===== config.mk =====
export PLATFORM = sky130hd
export DESIGN_NAME = i2c_cmd_seq
export DESIGN_NICKNAME = d
export VERILOG_FILES = /design/src/rtl/i2c_cmd_seq.sv
export SDC_FILE = /design/constraint.sdc
export NUM_CORES = 1
export LEC_CHECK = 0
export BUFFER_PORTS_ARGS = -buffer_cell sky130_fd_sc_hd__buf_2
export CAP_MARGIN = 20
export CORE_MARGIN = 4
export CORE_UTILIZATION = 35
export CTS_BUF_LIST = sky130_fd_sc_hd__clkbuf_4
export DETAILED_ROUTE_END_ITERATION = 10
export SETUP_SLACK_MARGIN = 0.1
export SYNTH_ARGS = -nofsm -noshare
export SYNTH_HDL_FRONTEND = slang
export SYNTH_SLANG_ARGS = --single-unit

===== constraint.sdc =====
create_clock -name clk -period 4.6 [get_ports clk]
set_input_delay 1.15 -clock clk [delete_from_list [all_inputs] [get_ports clk]]
set_output_delay 1.15 -clock clk [all_outputs]
set_load 0.1 [all_outputs]

===== src/rtl/i2c_cmd_seq.sv =====
module i2c_cmd_seq #(
  parameter int FIFO_DEPTH = 8,
  parameter int CNT_W      = $clog2(FIFO_DEPTH + 1),
  parameter int WM_W       = 4
) (
  input  logic             clk,
  input  logic             rst_n,
  input  logic             cmd_wr,
  input  logic [31:0]      cmd_word,
  input  logic [WM_W-1:0]  wm_high,
  input  logic [WM_W-1:0]  wm_low,
  input  logic [CNT_W-1:0] fifo_count,
  input  logic             fe_dec,
  input  logic             be_dec,
  input  logic             start_ack,
  input  logic             start_nack,
  input  logic             stop_ack,
  output logic             start_req,
  output logic             stop_req,
  output logic [6:0]       dev_addr,
  output logic             xfer_read,
  output logic             read_cont,
  output logic             busy,
  output logic             cmd_done,
  output logic             data_req,
  output logic             high_water,
  output logic             low_water,
  output logic             err_invalid,
  output logic             err_nack,
  output logic [15:0]      fe_left,
  output logic [15:0]      be_left
);

  localparam int LEN_W   = 16;
  localparam int B_START = 31;
  localparam int B_ADDR  = 30;
  localparam int B_CONT  = 29;
  localparam int B_STOP  = 28;
  localparam int A_HI    = 23;
  localparam int A_LO    = 17;
  localparam int B_RNW   = 16;

  logic             start_q, stop_q, busy_q, done_q, stop_flag_q;
  logic             rd_q, cont_q, einv_q, enack_q;
  logic             dr_q, hw_q, lw_q;
  logic [6:0]       addr_q;
  logic [LEN_W-1:0] fe_q, be_q;

  wire c_start = cmd_word[B_START];
  wire c_addr  = cmd_word[B_ADDR];
  wire c_stop  = cmd_word[B_STOP];
  wire [LEN_W-1:0] c_len = cmd_word[LEN_W-1:0];

  wire fmt_bad = !(c_start || c_addr || c_stop) && (c_len == '0);
  wire ready   = done_q && !start_q && !stop_q;
  wire accept  = cmd_wr && !fmt_bad && ready;
  wire reject  = cmd_wr && !accept;
  wire drained = (fe_q == '0) && (be_q == '0);
  wire finish  = busy_q && !start_q && !stop_q && !done_q && drained;

  wire [LEN_W:0] free_sp = (LEN_W+1)'(FIFO_DEPTH) - (LEN_W+1)'(fifo_count);

  logic hw_n, lw_n, dr_n;
  always_comb begin
    hw_n = busy_q && rd_q  && (32'(fifo_count) >= 32'(wm_high));
    lw_n = busy_q && !rd_q && (32'(fifo_count) <= 32'(wm_low));
    dr_n = 1'b0;
    if (busy_q && !start_q && !done_q && !drained) begin
      if (rd_q)
        dr_n = (hw_n && fifo_count != '0) || (fe_q == '0);
      else
        dr_n = (be_q != '0) && ((free_sp >= {1'b0, be_q}) || lw_n);
    end
  end

  always_ff @(posedge clk or negedge rst_n) begin
    if (!rst_n) begin
      start_q     <= 1'b0;
      stop_q      <= 1'b0;
      busy_q      <= 1'b0;
      done_q      <= 1'b1;
      stop_flag_q <= 1'b0;
      rd_q        <= 1'b0;
      cont_q      <= 1'b0;
      addr_q      <= '0;
      fe_q        <= '0;
      be_q        <= '0;
      einv_q      <= 1'b0;
      enack_q     <= 1'b0;
      dr_q        <= 1'b0;
      hw_q        <= 1'b0;
      lw_q        <= 1'b0;
    end else begin
      dr_q <= dr_n;
      hw_q <= hw_n;
      lw_q <= lw_n;

      if (accept) begin
        fe_q        <= c_len;
        be_q        <= c_len;
        addr_q      <= cmd_word[A_HI:A_LO];
        rd_q        <= cmd_word[B_RNW];
        cont_q      <= cmd_word[B_CONT];
        stop_flag_q <= c_stop;
        if (c_start) start_q <= 1'b1;
        if (c_start || busy_q) done_q <= 1'b0;
      end else begin
        if (fe_dec && fe_q != '0) fe_q <= fe_q - 1'b1;
        if (be_dec && be_q != '0) be_q <= be_q - 1'b1;
      end

      if (reject) einv_q <= 1'b1;

      if (start_q && start_ack) begin
        start_q <= 1'b0;
        busy_q  <= 1'b1;
      end else if (start_q && start_nack) begin
        start_q <= 1'b0;
        enack_q <= 1'b1;
        done_q  <= 1'b1;
      end

      if (finish) begin
        done_q <= 1'b1;
        if (stop_flag_q) stop_q <= 1'b1;
      end

      if (stop_q && stop_ack) begin
        stop_q <= 1'b0;
        busy_q <= 1'b0;
      end
    end
  end

  assign start_req   = start_q;
  assign stop_req    = stop_q;
  assign dev_addr    = addr_q;
  assign xfer_read   = rd_q;
  assign read_cont   = cont_q;
  assign busy        = busy_q;
  assign cmd_done    = done_q;
  assign data_req    = dr_q;
  assign high_water  = hw_q;
  assign low_water   = lw_q;
  assign err_invalid = einv_q;
  assign err_nack    = enack_q;
  assign fe_left     = fe_q;
  assign be_left     = be_q;

  assert_bad_format_R2: assert property (@(posedge clk) disable iff (!rst_n)
    (cmd_wr && cmd_word[31:28] == 4'b0000 && cmd_word[15:0] == 16'h0) |=> err_invalid);

  assert_reject_unready_R3: assert property (@(posedge clk) disable iff (!rst_n)
    (cmd_wr && !cmd_done) |=> err_invalid);

  assert_start_from_cmd_R4: assert property (@(posedge clk) disable iff (!rst_n)
    $rose(start_req) |-> ($past(cmd_wr) && $past(cmd_word[31])));

  assert_busy_from_ack_R4: assert property (@(posedge clk) disable iff (!rst_n)
    $rose(busy) |-> $past(start_req && start_ack));

  assert_dreq_active_R5: assert property (@(posedge clk) disable iff (!rst_n)
    data_req |-> (busy && !cmd_done));

  assert_stop_drained_R7: assert property (@(posedge clk) disable iff (!rst_n)
    stop_req |-> (fe_left == 16'h0 && be_left == 16'h0 && cmd_done));

  assert_fe_no_rise_R9: assert property (@(posedge clk) disable iff (!rst_n)
    !cmd_wr |=> (fe_left <= $past(fe_left)));

  assert_be_no_rise_R9: assert property (@(posedge clk) disable iff (!rst_n)
    !cmd_wr |=> (be_left <= $past(be_left)));

  assert_err_sticky_R10: assert property (@(posedge clk) disable iff (!rst_n)
    (err_invalid || err_nack) |=> ((err_invalid || !$past(err_invalid)) &&
                                   (err_nack || !$past(err_nack))));

endmodule


==> metrics.txt <==
CP top delay family simple AND/OR/NAND/NOR gates; fin crit share 0.738; Final Hold Vio Count 0; Post-DP HPWL 7050 microns; deepest clock path buffer count 2; initial core utilization 0.365; post-CTS setup buffers 0; R2R depth 5; Area Overhead vs Synth 21.1%; worst hold slack 0.480 ns; Worst Setup SP fifo_count[0]; post-synth top area share 0.387; Main synth FF type dfrtp_1; first-pass GRT wire length 14600 microns; hold-fix buffer count after cts 0; Resize count post-CTS 0; n_diodes 0; # IOs 102; First-pass DRT Iterations 4; RePlAce Congestion 0.880; MaxCap Viol Count 0; CP max-delay cell or4_1; initial antenna violation count 0; H-tree lvl count 2; worst clock skew 0.0201 ns; grt ovf 0; Worst Path Required 4.88 ns; row cnt 34; reg2reg start be_left[4]; design area 3910 sq um; nets 523; Die W 104 microns; yosys warns 0; CTS tree done; fmax 295 MHz; Buffers on Ports 97; synthesized cell area 3230 sq um; # clock sinks 51; WS Path Type input port to flip-flop; crit path capture data_req; CTS Buf Count 5; Die Area 10800 sq um; pin count of the biggest net entering global routing 34; Crit path buffers/inverters 3; core area 8850 sq um; number of synthesized flops with an enable pin 0; post-synth top area cell dfrtp_1; Final ANT Viol Nets 0; Final min period 3.39 ns; worst-path cell chain buf_2, inv_1, ha_1, nand2b_1, nand2_1, inv_1, ha_1, nand4_1, or4_1, a31oi_1, o41ai_1, a311oi_1; Finished Layout Cells 552; max incr delay on CP 0.58 ns; sequential-to-total area share from yosys stat 0.396; drt drc 0; Initial DRC Count 172; Seq cells post-synth 51; syn nets 423; die height 104 microns; flop-to-flop setup slack 2.17 ns; Crit path arrival time 3.67 ns; Synth area leaders dfrtp_1 39%, ha_1 11%, xnor2_1 5.4%; vias per cell 5.39; ratio of cells with drive above 1 in the final layout 0.293; setup tns final 0 ns; Rel. slew slack 0.571; CP startpoint kind input port; status finished, final reports clean; Levels on crit path 12; final setup vio count 0; Avg Synthesized Cell Area 9.42 sq um; final slew viol count 0; routed wire length 8880 microns; Worst-path clk slew 0.16 ns; gr usage total 0.162; Hold Crit Class flip-flop to flip-flop; placed cell areas 3860 sq um; Post-Syn Instances 343; CP Max Fanout 12; via count 2976; vias in the first global route 2980; Wirelength per Cell 16.1 microns; ys async rst share 1.00; RSZ-0062 raised after global routing false; Netlist cell types 50; Root Buffer Master clkbuf_4; CP Capture Type flip-flop; RR Endpoint stop_req; fillers 918; Tightest Pin Transition 0.639 ns; Placed Instances 544; clock latency at the later pin of the worst-skew pair 0.38 ns
[routing by layer]
metal | vias to the layer above | global-route usage | routed length, microns | share of wire
met3 | 11 | 0.0360 | 517 | 0.058
met4 | 0 | 0.0380 | 100 | 0.011
met1 | 1418 | 0.212 | 4070 | 0.46
met5 | - | 0 | 0 | 0
met2 | 92 | 0.272 | 4190 | 0.47
li1 | 1455 | - | - | -
[layout make-up]
type | count | area, sq um | area share
Inverter | 31 | 116 | 0.0298
Clock buffer | 5 | 37.5 | 0.00960
Multi-Input combinational cell | 254 | 1820 | 0.465
Tap cell | 108 | 135 | 0.0345
Clock inverter | 3 | 17.5 | 0.00448
Sequential cell | 51 | 1280 | 0.327
Timing Repair Buffer | 100 | 508 | 0.130
[cells in the final DEF (no fill, tap or decap), types with 3 or more instances in the layout]
cell,synthesis,final
dfrtp_1,50,50
o211ai_1,3,3
buf_2,1,97
inv_1,31,31
xnor2_1,20,20
nor2b_1,3,3
ha_1,28,28
nor4_1,13,13
a21oi_1,28,28
or4_1,7,7
mux2_2,11,11
nor3_1,7,7
nand4_1,3,3
clkbuf_4,0,5
buf_4,0,3
nor4b_1,3,3
nand2b_1,4,4
nand3_1,8,8
nor2_1,34,34
or3_1,11,11
nand2_1,10,10
o21ai_0,15,15
a31oi_1,13,13
[worst register-to-register path, delay by kind of cell, from the launching register on]
kind	cells	cell delay [ns]
AOI/OAI and AO/OA	1	0.16
DFF	1	0.44
and+or+nand+nor	4	1.73
[how the worst min path moves through the flow]
stage                           start  slack [ns]  cells past startpoint     endpoint
final                        err_nack        0.48                      1     err_nack
after detailed placement  err_invalid        0.45                      1  err_invalid
after floorplan           stop_flag_q        0.48                      1  stop_flag_q
after CTS                    err_nack        0.49                      1     err_nack
after global routing         err_nack        0.50                      1     err_nack
after global placement    err_invalid        0.44                      1  err_invalid
[per-stage QoR]
step           worst slack, ns  utilization
3_3_place_gp             0.952        0.436
2_1_floorplan             1.28            -
6_report                  1.21        0.442
4_1_cts                   1.24        0.442
5_1_grt                   1.04        0.442
3_5_place_dp             0.851        0.436
[cell usage after synthesis, types with 4 or more instances]
| master | n |
|---|---|
| a31oi_1 | 13 |
| nor2_1 | 34 |
| xnor2_1 | 20 |
| or3_1 | 11 |
| nor3_1 | 7 |
| nand2_1 | 10 |
| mux2_2 | 11 |
| nand3_1 | 8 |
| a21oi_1 | 28 |
| nor4_1 | 13 |
| or4_1 | 7 |
| nand2b_1 | 4 |
| inv_1 | 31 |
| o21ai_0 | 15 |
| clkbuf_1 | 6 |
| ha_1 | 28 |
| dfrtp_1 | 50 |
[kinds of logic (layout without fill, tap and decap cells)]
family | count (synthesis) | in the layout | synth area share
xor gates and xnor gates | 21 | 21 | 0.0570
muxes | 12 | 12 | 0.0415
DFF | 51 | 51 | 0.396
buffers and inverters | 38 | 139 | 0.0446
AOI/OAI and AO/OA | 76 | 76 | 0.148
and+or+nand+nor | 117 | 117 | 0.205
adders and majority gates | 28 | 28 | 0.108
Power is left out: the tool's default activity adds up to more than one toggle a clock period on the data nets, which glitch-free logic cannot reach.
